### config.mk
export PLATFORM = sky130hd
export DESIGN_NAME = evt_timer
export DESIGN_NICKNAME = d
export VERILOG_FILES = /design/src/rtl/evt_timer_pkg.sv /design/src/rtl/evt_src.sv /design/src/rtl/evt_count_core.sv /design/src/rtl/evt_ctrl_regs.sv /design/src/rtl/evt_timer.sv
export SDC_FILE = /design/constraint.sdc
export NUM_CORES = 1
export LEC_CHECK = 0
export BUFFER_PORTS_ARGS = -buffer_cell sky130_fd_sc_hd__buf_2
export CAP_MARGIN = 5
export CORE_MARGIN = 2
export CORE_UTILIZATION = 25
export CTS_BUF_LIST = sky130_fd_sc_hd__clkbuf_4
export DETAILED_ROUTE_END_ITERATION = 7
export HOLD_SLACK_MARGIN = 0.03
export SLEW_MARGIN = 5
export SYNTH_ARGS = -nofsm -noshare
export SYNTH_HDL_FRONTEND = slang
export SYNTH_SLANG_ARGS = --single-unit
### constraint.sdc
create_clock -name clk -period 4.35 [get_ports clk]
set_clock_uncertainty 0.1 [all_clocks]
set_input_delay 0.2175 -clock clk [delete_from_list [all_inputs] [get_ports clk]]
set_output_delay 0.2175 -clock clk [all_outputs]
set_load 0.02 [all_outputs]
### src/rtl/evt_timer_pkg.sv
package evt_timer_pkg;
  localparam int B_EN  = 0;
  localparam int B_IEO = 1;
  localparam int B_IEC = 2;
  localparam int B_EXT = 4;
  localparam int B_PSC = 15;
  localparam int B_OVF = 20;
  localparam int B_CMP = 21;

  typedef enum logic [1:0] {
    SEL_CTL  = 2'd0,
    SEL_LOAD = 2'd1,
    SEL_CMP  = 2'd2,
    SEL_CNT  = 2'd3
  } reg_sel_e;
endpackage

### src/rtl/evt_src.sv
module evt_src #(
  parameter int SYNC = 2
) (
  input  logic clk,
  input  logic rst_n,
  input  logic en,
  input  logic ext_sel,
  input  logic psc_sel,
  input  logic ext_in,
  input  logic psc_tick,
  output logic evt
);
  localparam int SH_W = SYNC + 1;

  logic [SH_W-1:0] sh_q, sh_d;
  logic            tog_q, tog_d;
  logic            ext_rise, half_tick;

  // synchroniser stages plus one history stage for edge detection
  always_comb begin
    sh_d  = {sh_q[SH_W-2:0], ext_in};
    tog_d = en ? ~tog_q : 1'b0;
  end

  always_ff @(posedge clk or negedge rst_n) begin
    if (!rst_n) begin
      sh_q  <= '0;
      tog_q <= 1'b0;
    end else begin
      sh_q  <= sh_d;
      tog_q <= tog_d;
    end
  end

  assign ext_rise  = sh_q[SYNC-1] & ~sh_q[SYNC];
  assign half_tick = en & tog_q;

  always_comb begin
    if (psc_sel)      evt = psc_tick;
    else if (ext_sel) evt = ext_rise;
    else              evt = half_tick;
  end
endmodule

### src/rtl/evt_count_core.sv
module evt_count_core #(
  parameter int W = 24
) (
  input  logic         clk,
  input  logic         rst_n,
  input  logic         en,
  input  logic         start,
  input  logic         evt,
  input  logic [W-1:0] load_val,
  input  logic [W-1:0] cmp_val,
  output logic [W-1:0] cnt,
  output logic         hit_cmp,
  output logic         hit_ovf
);
  localparam logic [W-1:0] ONE = {{(W-1){1'b0}}, 1'b1};

  logic [W-1:0] cnt_q, cnt_d;

  always_comb begin
    cnt_d   = cnt_q;
    hit_cmp = 1'b0;
    hit_ovf = 1'b0;
    if (start) begin
      cnt_d = load_val;
    end else if (en && evt) begin
      if (cnt_q == cmp_val) begin
        hit_cmp = 1'b1;
        cnt_d   = load_val;
      end else begin
        hit_ovf = &cnt_q;
        cnt_d   = cnt_q + ONE;
      end
    end
  end

  always_ff @(posedge clk or negedge rst_n) begin
    if (!rst_n) cnt_q <= '0;
    else        cnt_q <= cnt_d;
  end

  assign cnt = cnt_q;


  load_on_start_chk: assert property (@(posedge clk) disable iff (!rst_n)
    start |=> cnt_q == $past(load_val));


  reload_on_match_chk: assert property (@(posedge clk) disable iff (!rst_n)
    hit_cmp |=> cnt_q == $past(load_val));


  wrap_to_zero_chk: assert property (@(posedge clk) disable iff (!rst_n)
    hit_ovf |=> cnt_q == '0);
endmodule

### src/rtl/evt_ctrl_regs.sv
module evt_ctrl_regs
  import evt_timer_pkg::*;
#(
  parameter int W = 24
) (
  input  logic         clk,
  input  logic         rst_n,
  input  logic         wr_en,
  input  logic [1:0]   reg_sel,
  input  logic [W-1:0] wr_data,
  input  logic         ack_ovf,
  input  logic         ack_cmp,
  input  logic         hit_ovf,
  input  logic         hit_cmp,
  input  logic [W-1:0] cnt,
  output logic [W-1:0] rd_data,
  output logic         en,
  output logic         ext_sel,
  output logic         psc_sel,
  output logic         start,
  output logic [W-1:0] load_val,
  output logic [W-1:0] cmp_val,
  output logic         ovf_flag,
  output logic         cmp_flag,
  output logic         irq_ovf,
  output logic         irq_cmp
);
  reg_sel_e     sel;
  logic         wr_ctl, dis_wr;
  logic         en_q, en_d, ieo_q, ieo_d, iec_q, iec_d;
  logic         ext_q, ext_d, psc_q, psc_d;
  logic         ovf_q, ovf_d, cmp_q, cmp_d;
  logic [W-1:0] ld_q, ld_d, cv_q, cv_d;
  logic [W-1:0] ctl_img;

  assign sel    = reg_sel_e'(reg_sel);
  assign wr_ctl = wr_en && (sel == SEL_CTL);
  assign dis_wr = wr_ctl && !wr_data[B_EN];
  assign start  = wr_ctl && wr_data[B_EN] && !en_q;

  always_comb begin
    en_d  = en_q;  ieo_d = ieo_q; iec_d = iec_q;
    ext_d = ext_q; psc_d = psc_q;
    ld_d  = ld_q;  cv_d  = cv_q;
    if (wr_ctl) begin
      en_d  = wr_data[B_EN];
      ieo_d = wr_data[B_IEO];
      iec_d = wr_data[B_IEC];
      ext_d = wr_data[B_EXT];
      psc_d = wr_data[B_PSC];
    end
    if (wr_en && sel == SEL_LOAD) ld_d = wr_data;
    if (wr_en && sel == SEL_CMP)  cv_d = wr_data;
    // clears, then set from an event, then turn-off clear dominates
    ovf_d = ovf_q;
    if ((wr_ctl && wr_data[B_OVF]) || ack_ovf) ovf_d = 1'b0;
    if (hit_ovf) ovf_d = 1'b1;
    if (dis_wr)  ovf_d = 1'b0;
    cmp_d = cmp_q;
    if ((wr_ctl && wr_data[B_CMP]) || ack_cmp) cmp_d = 1'b0;
    if (hit_cmp) cmp_d = 1'b1;
    if (dis_wr)  cmp_d = 1'b0;
  end

  always_ff @(posedge clk or negedge rst_n) begin
    if (!rst_n) begin
      en_q  <= 1'b0; ieo_q <= 1'b0; iec_q <= 1'b0;
      ext_q <= 1'b0; psc_q <= 1'b0;
      ovf_q <= 1'b0; cmp_q <= 1'b0;
      ld_q  <= '0;   cv_q  <= '0;
    end else begin
      en_q  <= en_d;  ieo_q <= ieo_d; iec_q <= iec_d;
      ext_q <= ext_d; psc_q <= psc_d;
      ovf_q <= ovf_d; cmp_q <= cmp_d;
      ld_q  <= ld_d;  cv_q  <= cv_d;
    end
  end

  always_comb begin
    ctl_img        = '0;
    ctl_img[B_EN]  = en_q;
    ctl_img[B_IEO] = ieo_q;
    ctl_img[B_IEC] = iec_q;
    ctl_img[B_EXT] = ext_q;
    ctl_img[B_PSC] = psc_q;
    ctl_img[B_OVF] = ovf_q;
    ctl_img[B_CMP] = cmp_q;
    case (sel)
      SEL_CTL:  rd_data = ctl_img;
      SEL_LOAD: rd_data = ld_q;
      SEL_CMP:  rd_data = cv_q;
      default:  rd_data = cnt;
    endcase
  end

  assign en       = en_q;
  assign ext_sel  = ext_q;
  assign psc_sel  = psc_q;
  assign load_val = ld_q;
  assign cmp_val  = cv_q;
  assign ovf_flag = ovf_q;
  assign cmp_flag = cmp_q;
  assign irq_ovf  = ovf_q & ieo_q;
  assign irq_cmp  = cmp_q & iec_q;


  off_clears_flags_chk: assert property (@(posedge clk) disable iff (!rst_n)
    $fell(en_q) |-> (!ovf_q && !cmp_q));


  w1c_cmp_chk: assert property (@(posedge clk) disable iff (!rst_n)
    (wr_ctl && wr_data[B_CMP] && !hit_cmp) |=> !cmp_q);


  ack_ovf_chk: assert property (@(posedge clk) disable iff (!rst_n)
    (ack_ovf && !hit_ovf) |=> !ovf_q);


  set_wins_chk: assert property (@(posedge clk) disable iff (!rst_n)
    (hit_cmp && !dis_wr) |=> cmp_q);
endmodule

### src/rtl/evt_timer.sv
module evt_timer #(
  parameter int W    = 24,
  parameter int SYNC = 2
) (
  input  logic         clk,
  input  logic         rst_n,
  input  logic         ext_evt,
  input  logic         psc_tick,
  input  logic         wr_en,
  input  logic [1:0]   reg_sel,
  input  logic [W-1:0] wr_data,
  output logic [W-1:0] rd_data,
  input  logic         ack_ovf,
  input  logic         ack_cmp,
  output logic         ovf_flag,
  output logic         cmp_flag,
  output logic         irq_ovf,
  output logic         irq_cmp
);
  logic         en, ext_sel, psc_sel, start, evt, hit_cmp, hit_ovf;
  logic [W-1:0] load_val, cmp_val, cnt;

  evt_src #(.SYNC(SYNC)) src_i (
    .clk(clk), .rst_n(rst_n), .en(en), .ext_sel(ext_sel), .psc_sel(psc_sel),
    .ext_in(ext_evt), .psc_tick(psc_tick), .evt(evt)
  );

  evt_count_core #(.W(W)) core_i (
    .clk(clk), .rst_n(rst_n), .en(en), .start(start), .evt(evt),
    .load_val(load_val), .cmp_val(cmp_val), .cnt(cnt),
    .hit_cmp(hit_cmp), .hit_ovf(hit_ovf)
  );

  evt_ctrl_regs #(.W(W)) regs_i (
    .clk(clk), .rst_n(rst_n), .wr_en(wr_en), .reg_sel(reg_sel),
    .wr_data(wr_data), .ack_ovf(ack_ovf), .ack_cmp(ack_cmp),
    .hit_ovf(hit_ovf), .hit_cmp(hit_cmp), .cnt(cnt), .rd_data(rd_data),
    .en(en), .ext_sel(ext_sel), .psc_sel(psc_sel), .start(start),
    .load_val(load_val), .cmp_val(cmp_val), .ovf_flag(ovf_flag),
    .cmp_flag(cmp_flag), .irq_ovf(irq_ovf), .irq_cmp(irq_cmp)
  );
endmodule

==> results.cfg <==
[status]
status = finished, final reports clean

[timing]
worstMarginPinSlew_ns = 1.08
finalCriticalPeriod_ns = 3.18
setup_viol = 0
maxSlewViolCount = 0
final.period_utilization = 0.731
rsz0062_at_grt = no
relSlewSlack = 0.281
tns_ns = 0
max_freq_mhz = 314
hold_violations = 0

[finish]
layout_common_cells = 83 x dfrtp_1, 63 x mux2_2, 59 x buf_2
final_common_cell = dfrtp_1
nets = 531
diodes = 0
final_util = 0.302
drive_above_1_share = 0.333
fin_area_sq_um = 5610
areaGrowthSynthToFinish_pct = 19.0

[place]
hpwl_um = 9690
finalWeightedCongestion = 0.924
postPlaceCellArea_sq_um = 5180
io_buffers = 60

[synth]
ys_seq_area_frac = 0.441
yosysUniqueCellTypes = 66
synth.net_count = 454
synth.cell_area_sq_um = 4710
synth_area_per_cell_sq_um = 11.2
synth-edff-count = 0
synth_cells = 420
ys_async_sr_fraction = 1.00
ys_ff_latch = 83
yosysWarningCount = 0
ys.flop_type = dfrtp_1

[routing]
firstDrtPassIters = 4
postRouteWirelength_um = 13300
viasPerCell = 5.00
num_vias = 3677
drc_errors = 0
wl_per_cell_um = 18.0
ant_nets = 0
drt_iter0_drc = 220

[run]
drv_cap = 0

[floorplan]
coreArea_sq_um = 18600
die_w_um = 141
start_util = 0.254
die_h_um = 141
ios = 61
die_area_sq_um = 20000
rows = 50

[worst_setup_path]
end_kind = register
worstPathCellList = xnor2_1 > nand4_1 > nor4_4 > nand2_1 > nor2_4 > a2bb2oi_1 > dlygate4sd3_1
cpPeakStageDelay_ns = 0.57
path_max_fanout = 13
worstSetupStartpointType = register
crit_arrival_ns = 3.50
crit_type = register to register
worst_path_max_delay_cell = dlygate4sd3_1
required_ns = 4.67

[global_routing]
grt_max_degree = 84
overflow = 0
first_global_vias = 3765
grt_pass1_wl_um = 21400
antenna_found_initial = 0
grt_usage = 0.139

[cts]
cts_hold_buffers = 29
tritoncts = done
numCtsBuffers = 9
clock_path_buffers = 2
cts.sinks = 83
path_clk_slew_ns = 0.14
postCtsSetupBuffers = 0
cts.repair.resized = 0
clk_latency_ns = 0.47
clockRootBuffer = clkbuf_4
htree_num_levels = 3

[hold_path]
hold_path.class = input pin to register

[power_and_ir_drop]
power.density_nw_per_um2 = 393
peakVddDrop_mv = 0.208
p_leak_nw = 2.35
p_total_mw = 2.21
state kept, by name, summed over array words and instances (netlist names):
name             count
regs_i.psc_sel       1
regs_i.ext_sel       1
core_i.cnt          24
regs_i.cmp_val      24
regs_i.ovf_flag      1
regs_i.iec_q         1
src_i.tog_q          1
regs_i.load_val     24
regs_i.cmp_flag      1
src_i.sh_q           3
regs_i.en            1
regs_i.ieo_q         1
power by group:
part | internal (mW) | total [mW] | switching [mW] | leakage, nW
combinational | 0.328 | 0.648 | 0.320 | 1.28
sequential | 0.911 | 1.11 | 0.197 | 1.01
clock | 0.185 | 0.450 | 0.265 | 0.0705
total | 1.42 | 2.21 | 0.782 | 2.35
area by class of cell:
cell class / instances / area (sq um)
multi-input combinational: 307 / 2460
timing repair buffer: 94 / 631
inverter: 2 / 7.51
tap: 234 / 293
clock inverter: 5 / 53.8
clock buffer: 11 / 82.6
sequential: 83 / 2080
fill: 1916 / 13000
final timing paths:
check	startpoint	to	slack, ns	depth (start not counted)
max in group asynchronous	rst_n	regs_i.cmp_val[4]	3.07	2
min in group asynchronous	rst_n	regs_i.load_val[2]	0.37	2
worst max register to register	core_i.cnt[12]	regs_i.cmp_flag	1.17	7
worst max-delay path	core_i.cnt[12]	regs_i.cmp_flag	1.17	7
worst min register to register	src_i.sh_q[0]	src_i.sh_q[1]	0.28	0
worst min-delay path	wr_en	regs_i.iec_q	0.15	4
cells in the mapped netlist (all sizes together), types with 2 or more instances:
library cell   n  area [sq um]
dfrtp         83          2080
clkbuf         4          15.0
mux4           7           158
o311a          2          20.0
nor3b          4          35.0
and3           7          45.1
mux2i          3          30.0
a211oi         7          57.6
a22o          17           149
nand2         26           100
nor4           3          40.0
a311oi         3          26.3
o22ai          4          25.0
nand3         10          60.1
nor3          10          50.1
a31oi          3          25.0
nand3b         2          15.0
nor2b          5          31.3
nand4         14          93.8
a21oi         13          65.1
o221a          2          22.5
o22a           4          35.0
nand2b         4          25.0
mux2          63           709
o311ai         2          17.5
o21ai         10          50.0
and2           5          31.3
buf           24           155
xnor2         24           218
inv            2          7.51
nor2          33           141
xor2           3          26.3
worst max-delay path, delay by kind of cell (launching register included):
kind,cells,cell delay [ns]
xor gates and xnor gates,1,0.29
DFF,1,0.49
buffers and inverters,1,0.57
and+or+nand+nor,4,1.49
AOI/OAI and AO/OA,1,0.19
routing by layer:
metal  vias to the layer above  GRT usage  part of all wire  routed length [um]
met4                         0     0.0568             0.020                 260
met3                        20     0.0256             0.054                 714
met5                         -          0                 0                   0
li1                       1715          -                 -                   -
met2                       111      0.220              0.47                6230
met1                      1831      0.187              0.46                6070
cells by family after synthesis:
| group | after synthesis | synth area share |
|---|---|---|
| and+or+nand+nor | 127 | 0.148 |
| AOI/OAI and AO/OA | 79 | 0.128 |
| adders and majority gates | 1 | 0.00266 |
| xor gates and xnor gates | 27 | 0.0518 |
| muxes | 73 | 0.190 |
| DFF | 83 | 0.441 |
| buffers and inverters | 30 | 0.0377 |
per-stage QoR:
| step | cells | setup WS, ns | hold slack [ns] |
|---|---|---|---|
| finish | 736 | 1.17 | 0.153 |
| global route | 736 | 1.01 | 0.138 |
| CTS | 736 | 1.20 | 0.119 |
| detailed placement | 691 | 1.66 | 0.237 |
| global placement | 691 | 1.73 | 0.240 |
| floorplan | 420 | 2.39 | -0.178 |
(Power assumes the default switching activity.)
